## src/rtl/intr_entry_seq.sv

```systemverilog
module intr_entry_seq #(
  parameter int NI = 4,
  parameter int NP = 4,
  parameter int W = 32,
  parameter int NMI_VEC = 11,
  parameter int IRQ_VEC0 = 64,
  parameter int PER_VEC0 = 72
) (
  input  logic          clk,
  input  logic          rst_n,
  input  logic          nmi_req,
  input  logic [NI-1:0] irq_req,
  input  logic [4*NI-1:0] irq_lvl,
  input  logic [NP-1:0] per_req,
  input  logic [4*NP-1:0] per_lvl,
  input  logic          phase_hi,
  input  logic [3:0]    sr_mask_in,
  input  logic          seq_done,
  input  logic [W-1:0]  sr_in,
  input  logic [W-1:0]  pc_in,
  input  logic [W-1:0]  sp_in,
  input  logic [W-1:0]  vbr,
  output logic          nmi_ack,
  output logic [NI-1:0] irq_ack,
  output logic [NP-1:0] per_ack,
  output logic          mask_load,
  output logic [3:0]    mask_new,
  output logic          sp_load,
  output logic [W-1:0]  sp_out,
  output logic          bus_req,
  output logic          bus_we,
  output logic          bus_fetch,
  output logic [W-1:0]  bus_addr,
  output logic [W-1:0]  bus_wdata,
  input  logic [W-1:0]  bus_rdata,
  input  logic          bus_rdy
);
  localparam int NS = 1 + NI + NP;
  localparam int SW = $clog2(NS);

  typedef enum logic [3:0] {
    S_IDLE, S_JUDGE, S_WAITX, S_ACC, S_SRSET, S_SRWR, S_PCSET,
    S_PCWR, S_VSET, S_VRD, S_LOAD, S_FETCH
  } st_t;

  st_t st;
  logic [1:0]    cnt;
  logic [SW-1:0] win_i;
  logic [4:0]    win_l;
  logic [W-1:0]  sr_q, pc_q, sp_q, vaddr, handler;

  logic [NS-1:0]   req_v;
  logic [NS*5-1:0] lvl_v;
  logic            found;
  logic [SW-1:0]   best_i;
  logic [4:0]      best_l;

  assign req_v = {per_req, irq_req, nmi_req};

  always_comb begin
    lvl_v[4:0] = 5'd16;
    for (int i = 0; i < NI; i++) lvl_v[5*(1+i) +: 5] = {1'b0, irq_lvl[4*i +: 4]};
    for (int i = 0; i < NP; i++) lvl_v[5*(1+NI+i) +: 5] = {1'b0, per_lvl[4*i +: 4]};
  end

  always_comb begin
    found = 1'b0;
    best_i = '0;
    best_l = '0;
    for (int s = 0; s < NS; s++) begin
      if (req_v[s] && lvl_v[5*s +: 5] > {1'b0, sr_mask_in} &&
          (!found || lvl_v[5*s +: 5] > best_l)) begin
        found = 1'b1;
        best_i = SW'(s);
        best_l = lvl_v[5*s +: 5];
      end
    end
  end

  function automatic logic [W-1:0] vec_of(input logic [SW-1:0] i);
    int n;
    n = int'(i);
    if (n == 0) return W'(NMI_VEC);
    else if (n <= NI) return W'(IRQ_VEC0 + n - 1);
    else return W'(PER_VEC0 + n - 1 - NI);
  endfunction

  wire still_ok = win_l > {1'b0, sr_mask_in};
  wire win_is_irq = (int'(win_i) >= 1) && (int'(win_i) <= NI);
  wire best_is_irq = (int'(best_i) >= 1) && (int'(best_i) <= NI);

  always_ff @(posedge clk or negedge rst_n) begin
    if (!rst_n) begin
      st <= S_IDLE;
      cnt <= '0;
      win_i <= '0;
      win_l <= '0;
      sr_q <= '0;
      pc_q <= '0;
      sp_q <= '0;
      vaddr <= '0;
      handler <= '0;
    end else begin
      case (st)
        S_IDLE: if (found) begin
          win_i <= best_i;
          win_l <= best_l;
          cnt <= best_is_irq ? 2'd3 : (phase_hi ? 2'd1 : 2'd2);
          st <= S_JUDGE;
        end
        S_JUDGE: begin
          if (cnt != 2'd1) cnt <= cnt - 2'd1;
          else if (!still_ok) st <= S_IDLE;
          else if (seq_done) st <= S_ACC;
          else st <= S_WAITX;
        end
        S_WAITX: begin
          if (!still_ok) st <= S_IDLE;
          else if (seq_done) st <= S_ACC;
        end
        S_ACC: begin
          sr_q <= sr_in;
          pc_q <= pc_in;
          sp_q <= sp_in - W'(4);
          vaddr <= vbr + (vec_of(win_i) << 2);
          st <= S_SRSET;
        end
        S_SRSET: st <= S_SRWR;
        S_SRWR: if (bus_rdy) begin
          sp_q <= sp_q - W'(4);
          st <= S_PCSET;
        end
        S_PCSET: st <= S_PCWR;
        S_PCWR: if (bus_rdy) st <= S_VSET;
        S_VSET: st <= S_VRD;
        S_VRD: if (bus_rdy) begin
          handler <= bus_rdata;
          st <= S_LOAD;
        end
        S_LOAD: st <= S_FETCH;
        S_FETCH: if (bus_rdy) st <= S_IDLE;
        default: st <= S_IDLE;
      endcase
    end
  end

  logic [NS-1:0] ack_v;
  assign ack_v = (st == S_ACC) ? (NS'(1) << win_i) : '0;
  assign nmi_ack = ack_v[0];
  assign irq_ack = ack_v[NI:1];
  assign per_ack = ack_v[NS-1:NI+1];
  assign mask_load = st == S_ACC;
  assign mask_new = win_l[4] ? 4'hF : win_l[3:0];
  assign sp_load = st == S_LOAD;
  assign sp_out = sp_q;

  assign bus_req = st inside {S_SRWR, S_PCWR, S_VRD, S_FETCH};
  assign bus_we = st inside {S_SRWR, S_PCWR};
  assign bus_fetch = st == S_FETCH;
  assign bus_addr = (st == S_VRD) ? vaddr : (st == S_FETCH) ? handler : sp_q;
  assign bus_wdata = (st == S_PCWR) ? pc_q : sr_q;

  wire unused_ok = win_is_irq;
endmodule


```

## config.mk

```make
export PLATFORM = sky130hd
export DESIGN_NAME = intr_entry_seq
export DESIGN_NICKNAME = d
export VERILOG_FILES = /design/src/rtl/intr_entry_seq.sv
export SDC_FILE = /design/constraint.sdc
export NUM_CORES = 1
export LEC_CHECK = 0
export CORE_ASPECT_RATIO = 1.5
export CORE_MARGIN = 1.5
export CORE_UTILIZATION = 35
export DETAILED_ROUTE_END_ITERATION = 7
export DONT_BUFFER_PORTS = 1
export HOLD_SLACK_MARGIN = 0.1
export SYNTH_ARGS = -nofsm -noshare
export SYNTH_HDL_FRONTEND = slang
export SYNTH_SLANG_ARGS = --single-unit
```

## constraint.sdc

```tcl
create_clock -name clk -period 11.65 [get_ports clk]
set_clock_uncertainty 0.1 [all_clocks]
set_input_delay 2.33 -clock clk [delete_from_list [all_inputs] [get_ports clk]]
set_output_delay 2.33 -clock clk [all_outputs]
set_load 0.1 [all_outputs]
```

==> results by group <==
Setup path
  – Crit path launch type: input pin
  – CP peak stage delay: approximately 0.40 ns
  – WS Path Type: in2reg
  – Max Fanout on Critical Path: 6
  – Buf+Inv Stages, Crit Path: 5
  – Slowest cell on crit path: a211o_4
  – Crit. End Element: flop
  – Worst reg2reg setup slack: 7.27 ns
  – Worst Path Arrival: ~12 ns
  – Worst EP required: approximately 12 ns
  – Largest delay share family, worst path: compound AO/OA/AOI/OAI gates

Finish
  – Fillers: about 3.4k
  – Area delta synth->final: 19.0%
  – Final Cell Area: between 10000 and 15000 um2
  – Final net count: around 1.8k
  – Share of cells above drive strength 1: between 20% and 30%
  – Final Non-Filler Cells: 1965
  – Commonest non-fill, non-tap cell in the layout: nand2_1
  – Most frequent cells in the layout: nand2_1, dfrtp_1, buf_4, nor2_1, ha_1

Die
  – Die width: between 150 and 200 um
  – DIE AREA: about 36000 um2
  – Core region area: 34500 um2
  – Num ports: 324
  – Initial core utilization: about 36%
  – Die H: roughly 230 um
  – Num rows: 83

Timing
  – Worst slew pin tran: between 1 and 1.5 ns
  – Final Hold Fails: 0
  – PnR worst setup slack: -0.553 ns
  – Final Slew Violations: 0
  – Max Freq: 81.9 MHz
  – Slew margin rel.: about 22%
  – Final setup vio count: 10
  – Final period utilization: 105%
  – Fin crit period: approximately 12 ns
  – RSZ-0062 raised after global routing: yes

Synthesis
  – Seq/Total Area, Yosys: roughly 36%
  – Synth top area share: 35.6%
  – Synth Area in Adders: between 8 and 9%
  – Synth Area in Compound Gates: between 10% and 20%
  – Top FF cell, synth: dfrtp_1
  – Multiplexer share of the synthesized area: about a tenth
  – Syn nets: between 1.5k and 2k
  – Synthesized area per cell: 8.56 um2
  – Post-synth EDFFs: 0
  – Gate Count Post-Synth: ~1.4k
  – Synth area leaders: dfrtp_1, nand2_1, ha_1
  – Largest family of logic cells by synthesized area: simple AND/OR/NAND/NOR gates
  – Synth area leader: dfrtp_1
  – Post-synthesis register bit count: 175
  – Yosys warning count: 0
  – Synth Area in XOR/XNOR: roughly 2.7%
  – Async S/R FF share, synth: 100%
  – Simple-gate area share of the yosys netlist: around a fifth
  – Mapped Area: 12300 um2
  – Netlist cell types: 82

Hold path
  – Hold Crit Class: reg2reg

Route
  – Initial DRC count: 672
  – Vias per cell: ~5.5
  – DR vias: around 11k
  – Wire length per cell: roughly 20 um
  – Overall routed net length: 39800 um
  – DRC: 0
  – Pre-antenna DRT Iters: 7
  – ANT nets after route: 0

Placement
  – Number of instances in the placed design: around 1.9k
  – GPL Wtd Cong: a little under 0.9
  – Dpl ws: -1.12 ns
  – IO Port Bufs: 0
  – Final HPWL DP: between 20000 and 30000 um
  – Placed cell areas: approximately 13000 um2

Run status
  – Violated checks: setup timing
  – Outcome: complete, but fails checks

Global route
  – Vias in the first global route: ~11k
  – Total track usage: 21.5%
  – Initial antenna violation count: 5
  – GRT overflow: 0
  – Pin count of the biggest net entering global routing: around 180
  – First-pass GRT wire length: 60000 um

Pwr
  – Pwr Total: about 4800 uW
  – Pwr Density: ~330 nW/um2
  – Leakage power total: just under 0.007 uW
  – VDD IR max: 0.139 mV

CTS
  – Max clock buf depth: 2
  – CTS hold repair buffers: 0
  – Sink Count: around 180
  – CTS Buf Count: 17
  – CTS tree: done
  – Reg clk slew, reported paths: ~0.08 ns
  – Later-pin clock latency in the skew report: 0.45 ns
  – CTS root buffer: clkbuf_16
  – H-Tree Depth: 4

Job
  – Max_cap viols: 0
final cells by class:
class | instances | area, um2 | share of cell area (%)
tap | 467 | 584 | 3.99
timing repair buffer | 99 | 768 | 5.24
multi-input combinational | 1140 | 8140 | 55.6
antenna | 3 | 7.51 | 0.0512
clock inverter | 14 | 139 | 0.948
clock buffer | 18 | 439 | 3.00
inverter | 49 | 190 | 1.30
sequential | 175 | 4380 | 29.9
tightest hold or removal path, stage by stage, from the launching register on:
cell and delay, ns:
dfrtp_1 0.34, nand2_1 0.05, nand2_1 0.05
flip-flops by register name, summed over array words and instances, names as in the netlist:
| signal | flops |
|---|---|
| cnt | 2 |
| pc_q | 32 |
| win_i | 4 |
| sp_out | 32 |
| st | 4 |
| vaddr | 32 |
| sr_q | 32 |
| win_l | 5 |
| handler | 32 |
cells by family after synthesis:
logic type	count (synthesis)
mux	116
xor+xnor	38
simple gates	560
flops	175
compound gates	344
buf+inv	123
fa+ha+maj	82
per-layer routing:
layer | global-route usage, % | wire length [um] | vias up
met4 | 10.3 | 1420 | 4
met1 | 22.1 | 14300 | 5180
li1 | - | - | 5216
met2 | 38.1 | 20300 | 378
met5 | 0 | 34 | -
met3 | 8.12 | 3770 | 91
through the flow:
| stage | util (%) | hold WS [ns] | setup TNS (ns) |
|---|---|---|---|
| 5_1_grt | 42.5 | 0.388 | -9.43 |
| 4_1_cts | 41.7 | 0.376 | -1.91 |
| 3_3_place_gp | 39.0 | 0.353 | -7.55 |
| 6_report | 42.5 | 0.372 | -4.59 |
| 3_5_place_dp | 39.0 | 0.357 | -10.29 |
| 2_1_floorplan | - | 0.340 | -4.23 |
repair_timing:
action                                  4_1_cts  5_1_grt
gates cloned                                  0        0
setup buffers                                15       11
pin swaps                                    19       16
gates resized for setup                      49       36
endpoints found under the setup margin       10       10
report_power, final:
group	total [uW]	switching [uW]	internal, uW
Sequential	1400	500	896
Clock	568	277	291
Combinational	2800	2100	700
final timing paths:
check | cells after the start | endpoint | from
max | 59 | win_l[0] | sr_mask_in[1]
min | 2 | pc_q[22] | pc_q[22]
max reg2reg | 15 | vaddr[16] | win_i[0]
min reg2reg | 2 | pc_q[22] | pc_q[22]
max in group asynchronous | 0 | vaddr[1] | rst_n
min in group asynchronous | 0 | vaddr[23] | rst_n
synthesized netlist by cell type (17+ instances only):
| cell | count |
|---|---|
| nand2_1 | 329 |
| mux2_2 | 70 |
| a21o_1 | 17 |
| nor3_1 | 19 |
| xnor2_1 | 28 |
| nor2b_1 | 17 |
| inv_1 | 49 |
| dfrtp_1 | 175 |
| a21oi_1 | 63 |
| nand3_1 | 21 |
| clkbuf_1 | 59 |
| nor2_1 | 79 |
| ha_1 | 81 |
| o21ai_0 | 101 |
| mux2i_1 | 42 |
No activity file was read; power rests on OpenSTA's default activity.
